## src/rtl/diag_status_bank.sv

```systemverilog
module diag_status_bank #(
  parameter int NUM_CH  = 8,
  parameter int NUM_MON = 5,
  parameter int ADDR_W  = 8,
  parameter int DATA_W  = 8,
  parameter logic [ADDR_W-1:0] A_STATUS = 8'h01,
  parameter logic [ADDR_W-1:0] A_MON    = 8'h22,
  parameter logic [ADDR_W-1:0] A_EN     = 8'h25,
  parameter logic [ADDR_W-1:0] A_OV     = 8'h26,
  parameter logic [ADDR_W-1:0] A_UV     = 8'h27
) (
  input  logic              clk,
  input  logic              rst_n,
  input  logic              reset_seen,
  input  logic [NUM_CH-1:0] ov_evt,
  input  logic [NUM_CH-1:0] uv_evt,
  input  logic [NUM_MON-1:0] mon_evt,
  input  logic [ADDR_W-1:0] addr,
  input  logic [DATA_W-1:0] wdata,
  input  logic              wr_en,
  input  logic              rd_en,
  output logic [DATA_W-1:0] rdata,
  output logic              hdr_reset_det,
  output logic              hdr_dig_err
);

  logic              rst_flag;
  logic [NUM_CH-1:0] en_q, ov_q, uv_q;
  logic [NUM_MON-1:0] mon_q;

  wire rd_status = rd_en && (addr == A_STATUS);
  wire wr_mon    = wr_en && (addr == A_MON);
  wire wr_enr    = wr_en && (addr == A_EN);
  wire wr_ov     = wr_en && (addr == A_OV);
  wire wr_uv     = wr_en && (addr == A_UV);

  wire [NUM_CH-1:0]  en_nxt  = wr_enr ? wdata[NUM_CH-1:0] : en_q;
  wire [NUM_CH-1:0]  ov_clr  = wr_ov  ? wdata[NUM_CH-1:0] : '0;
  wire [NUM_CH-1:0]  uv_clr  = wr_uv  ? wdata[NUM_CH-1:0] : '0;
  wire [NUM_MON-1:0] mon_clr = wr_mon ? wdata[NUM_MON-1:0] : '0;

  always_ff @(posedge clk or negedge rst_n) begin
    if (!rst_n) begin
      rst_flag <= 1'b1;
      en_q     <= '0;
      ov_q     <= '0;
      uv_q     <= '0;
      mon_q    <= '0;
    end else begin
      if (reset_seen)     rst_flag <= 1'b1;
      else if (rd_status) rst_flag <= 1'b0;
      en_q  <= en_nxt;
      ov_q  <= en_nxt & ((ov_q & ~ov_clr) | ov_evt);
      uv_q  <= en_nxt & ((uv_q & ~uv_clr) | uv_evt);
      mon_q <= (mon_q & ~mon_clr) | mon_evt;
    end
  end

  assign hdr_reset_det = rst_flag;
  assign hdr_dig_err   = |mon_q;

  always_comb begin
    rdata = '0;
    if (addr == A_STATUS) begin
      rdata[DATA_W-1] = rst_flag | reset_seen;
      rdata[DATA_W-2] = hdr_dig_err;
    end else if (addr == A_MON) rdata = DATA_W'(mon_q);
    else if (addr == A_EN)      rdata = DATA_W'(en_q);
    else if (addr == A_OV)      rdata = DATA_W'(ov_q);
    else if (addr == A_UV)      rdata = DATA_W'(uv_q);
  end

endmodule

```

## config.mk

```make
export PLATFORM = sky130hd
export DESIGN_NAME = diag_status_bank
export DESIGN_NICKNAME = d
export VERILOG_FILES = /design/src/rtl/diag_status_bank.sv
export SDC_FILE = /design/constraint.sdc
export NUM_CORES = 1
export LEC_CHECK = 0
export CORE_UTILIZATION = 43
export CTS_CLUSTER_DIAMETER = 120
export DETAILED_ROUTE_END_ITERATION = 16
export PLACE_DENSITY_LB_ADDON = 0.05
export SETUP_SLACK_MARGIN = 0.02
export SYNTH_ARGS = -nofsm -noshare
export SYNTH_HDL_FRONTEND = slang
export SYNTH_SLANG_ARGS = --single-unit
export TNS_END_PERCENT = 50
```

## constraint.sdc

```tcl
create_clock -name clk -period 1.67 [get_ports clk]
set_input_delay 0.334 -clock clk [delete_from_list [all_inputs] [get_ports clk]]
set_output_delay 0.334 -clock clk [all_outputs]
set_load 0.01 [all_outputs]
```

==> results.md <==
- The number of warning messages in the yosys log is 0.
- The flow ran to the end, but the final reports show violations.
- For the worst setup path, the data arrival time is 1640 ps.
- The worst slack after detailed placement is -1059 ps.
- After synthesis, the most frequently instantiated cells are 29 x dfrtp_1, 24 x a22oi_1, 19 x nand2_1.
- Global routing used 29.69% of the available tracks.
- Following the worst setup path forward leads to its endpoint at rdata[3].
- The die covers 4525 µm².
- The H-tree generated during clock tree synthesis spans 2 levels.
- In the final routed layout, each cell accounts on average for 19.23 µm.
- The total length of routed wires is 6230 µm.
- The total power density per cell area is 574.0 nW/µm².
- The checks that failed: negative setup slack.
- Counting every sink on the clock net gives 30.
- The clock-pin slew reported for the worst setup and hold paths after clock tree synthesis is 60 ps.
- By instance count, the leading cell after synthesis is dfrtp_1.
- After routing, the total negative slack on setup checks comes to -1983 ps.
- The core outline area is 4058 µm².
- In this run, synthesis produced a sequential element count of 30.
- The worst register-to-register path begins at en_q[2].
- Ranked by total cell area, the synthesized netlist is headed by dfrtp_1 40%, a22oi_1 9.8%, o31ai_4 8.1%.
- The class of the most critical setup path is in -> out.
- In this run the tool buffered the top-level ports with 51 buffer cells.
- The detail route stage leaves a number of antenna-violating nets equal to 0.
- Across the VDD grid, the largest voltage drop is 0.0003951 V.
- The sequential fraction of the synthesis area is 41.05%.
- The leftover overflow at the end of global routing is 0.
- The relative slew slack is 65.74%.
- The count of cells along the worst register-to-register path is 3.
- For the worst setup path, the data required time is 1340 ps.
- The final critical path time including I/O delays and setup is 1977 ps.
- The number of clock buffers added by TritonCTS is 5.
- The die boundary height is 67.27 µm.
- The initialized floorplan defines 23 standard-cell rows.
- Entering global routing, the biggest net connects 31 pins.
- The mean area per synthesized cell is 10.23 µm².
- The number of buffers on the longest clock path is 2.
- Once layout is complete, the cells apart from fillers number 324.
- The library cell used as clock root buffer is clkbuf_8.
- The top flip-flop cell by instance count after synthesis is dfrtp_1.
- Counting distinct cell types in the post-synthesis netlist gives 32.
- Derived from the worst setup path, the maximum achievable clock frequency is 0.5058 GHz.
- The clock reaches the later pin of the worst-skew pair after 280 ps.
- Counting tap cells, the placed design contains a total of 306 instances.
- The detailed router's first-iteration violation count is 110.
- The kind of start point of the critical path is a primary input.
- Compared with the post-synthesis result, the final layout area differs by 59.63%.
- Clock skew on the completed layout was measured at 2.835 ps.
- The average via count per standard cell is 5.753.
- The fraction of final layout cells with drive strength greater than 1 is 36.86%.
- The cell area after technology mapping is 1832 µm².
- The post-DP HPWL is 4151 µm.
- The longest individual stage delay on the worst path is 550 ps.
- The final critical path takes up 118.4% of the cycle.
- The number of failing hold endpoints at the final stage is 0.
- The number of enable-type register cells in the synthesized netlist is 0.
- The total via count after detailed routing is 1864.
- Across all setup checks in the final design, the least slack found is -306.9 ps.
- Setup repair after global routing could not meet its margin everywhere.
- The number of antenna diodes in the final layout is 0.
- The global-route wire length before repair is 9604 µm.
- The max-capacitance violation count is 0.
- The cell accounting for the most synthesized area is dfrtp_1.
- The initial antenna violation count is 0.
- The number of detailed-route iterations in the first pass is 4.
- The horizontal extent of the die is 67.27 µm.
- After technology mapping, the gate count stands at 179.
- The critical path endpoint category is a primary output.
- Setup violations remaining at the end of the flow were counted as 8.
- The TritonCTS clock tree is built.
- The critical path startpoint is addr[6].
- Counting flops with an async set or reset pin after synthesis yields a share of 100.0%.
- The total DRC errors in the routed layout is 0.
- In this run the worst path has a maximum fanout of 3.
- The most frequent cell on the critical path is buf_6.
- The path type of the worst min-delay path is in -> async.
- The endpoint identified for the worst register-to-register timing path is uv_q[2].
- After the last flow step, the layout net total stands at 316.
- The signal on the critical path passes through buf_6, or4_4, nor3_4, buf_6, buf_6, o2bb2ai_4, buf_6.
- For this design the top-level I/O count stands at 52.
- The synthesized design devotes to its leading area cell type 39.62% of total area.
- At the pin with the least slew margin, the transition time is 513.9 ps.
- The net count after synthesis is 221.
- The congestion estimate from routability-driven global placement came to 0.8564.
- The register-to-register setup slack is 800 ps.
- The critical-path cell with the highest stage delay is or4_4.
- For this configuration, the core starts out at a cell density of 45.14%.
- The leakage power of the design is 1.281 nW.
- The final number of max-transition violations was 0.
- The via count of the first global-routing pass is 1926.
- For this design, the CTS-stage hold fixing added 0 buffers.
-- metal layers --
| layer | GRT usage (%) | vias up | share of wire, % |
|---|---|---|---|
| li1 | - | 875 | - |
| met1 | 38.28 | 917 | 43 |
| met2 | 47.88 | 60 | 50 |
| met3 | 6.250 | 12 | 5.1 |
| met4 | 12.50 | 0 | 1.7 |
| met5 | 0 | - | 0 |
-- critical path: cells and delay by family --
family / cells / cell delay [ps]
simple gates: 2 / 760
compound gates: 1 / 100
buf+inv: 4 / 440
-- how the worst min path moves through the flow --
stage                               end  slack (ps)
after floorplan                 en_q[0]          40
after global placement    hdr_reset_det         510
after detailed placement  hdr_reset_det         520
after CTS                       uv_q[0]         470
after global routing            ov_q[5]         490
final                           uv_q[0]         450
-- sequential cells by signal, indices dropped and copies added (netlist names) --
| signal | flops |
|---|---|
| en_q | 8 |
| hdr_reset_det | 1 |
| mon_q | 5 |
| ov_q | 8 |
| uv_q | 8 |
-- where the power goes --
part           switching, W  total [W]  internal [W]
Sequential        0.0000136   0.000761      0.000747
Clock              0.000264   0.000550      0.000286
Combinational      0.000172   0.000368      0.000196
Total              0.000449    0.00168       0.00123
-- stage by stage --
step / power, W / instance area [µm²] / utilization [%] / hold WS (ps)
3_5_place_dp: 0.001100 / 2636 / 64.97 / 515.7
2_1_floorplan: 0.0008923 / 1832 / - / 38.41
5_1_grt: 0.001756 / 2924 / 72.06 / 487.5
6_report: 0.001679 / 2924 / 72.06 / 445.8
3_3_place_gp: 0.001090 / 2636 / 64.97 / 508.7
4_1_cts: 0.001677 / 2884 / 71.08 / 468.2
-- cells in the final DEF, fill, tap and decap left out, types with 2 or more instances in the layout --
cell	n
buf_4	42
clkdlybuf4s50_1	34
dfrtp_1	29
a22oi_1	21
nand2_1	19
inv_1	18
o31ai_1	12
nand4_1	10
mux2_2	8
o31ai_4	8
buf_6	8
buf_2	8
nand2b_1	5
clkbuf_8	5
o41ai_1	4
o2bb2ai_1	3
a22oi_2	3
nor2_1	3
dlygate4sd2_1	3
o22ai_1	2
o41ai_2	2
o41ai_4	2
clkbuf_1	2
-- kinds of logic after synthesis --
kind of cell	synth area share [%]
compound gates	31.28
simple gates	15.44
buf+inv	7.308
mux	4.918
flops	41.05
-- final cells by class --
type	instances	area, µm²
Fill cell	301	1134
Multi-Input combinational cell	119	1074
Timing Repair Buffer	100	892.1
Sequential cell	30	752.0
Clock buffer	7	76.32
Inverter	18	67.56
Tap cell	50	62.56
-- repair_timing --
action | 4_1_cts | 5_1_grt
gates cloned | 1 | 0
setup endpoints to repair | 39 | 29
pin swaps | 4 | 9
setup buffers | 9 | 1
gates resized for setup | 72 | 8
Power figures use the tool's default switching activity.
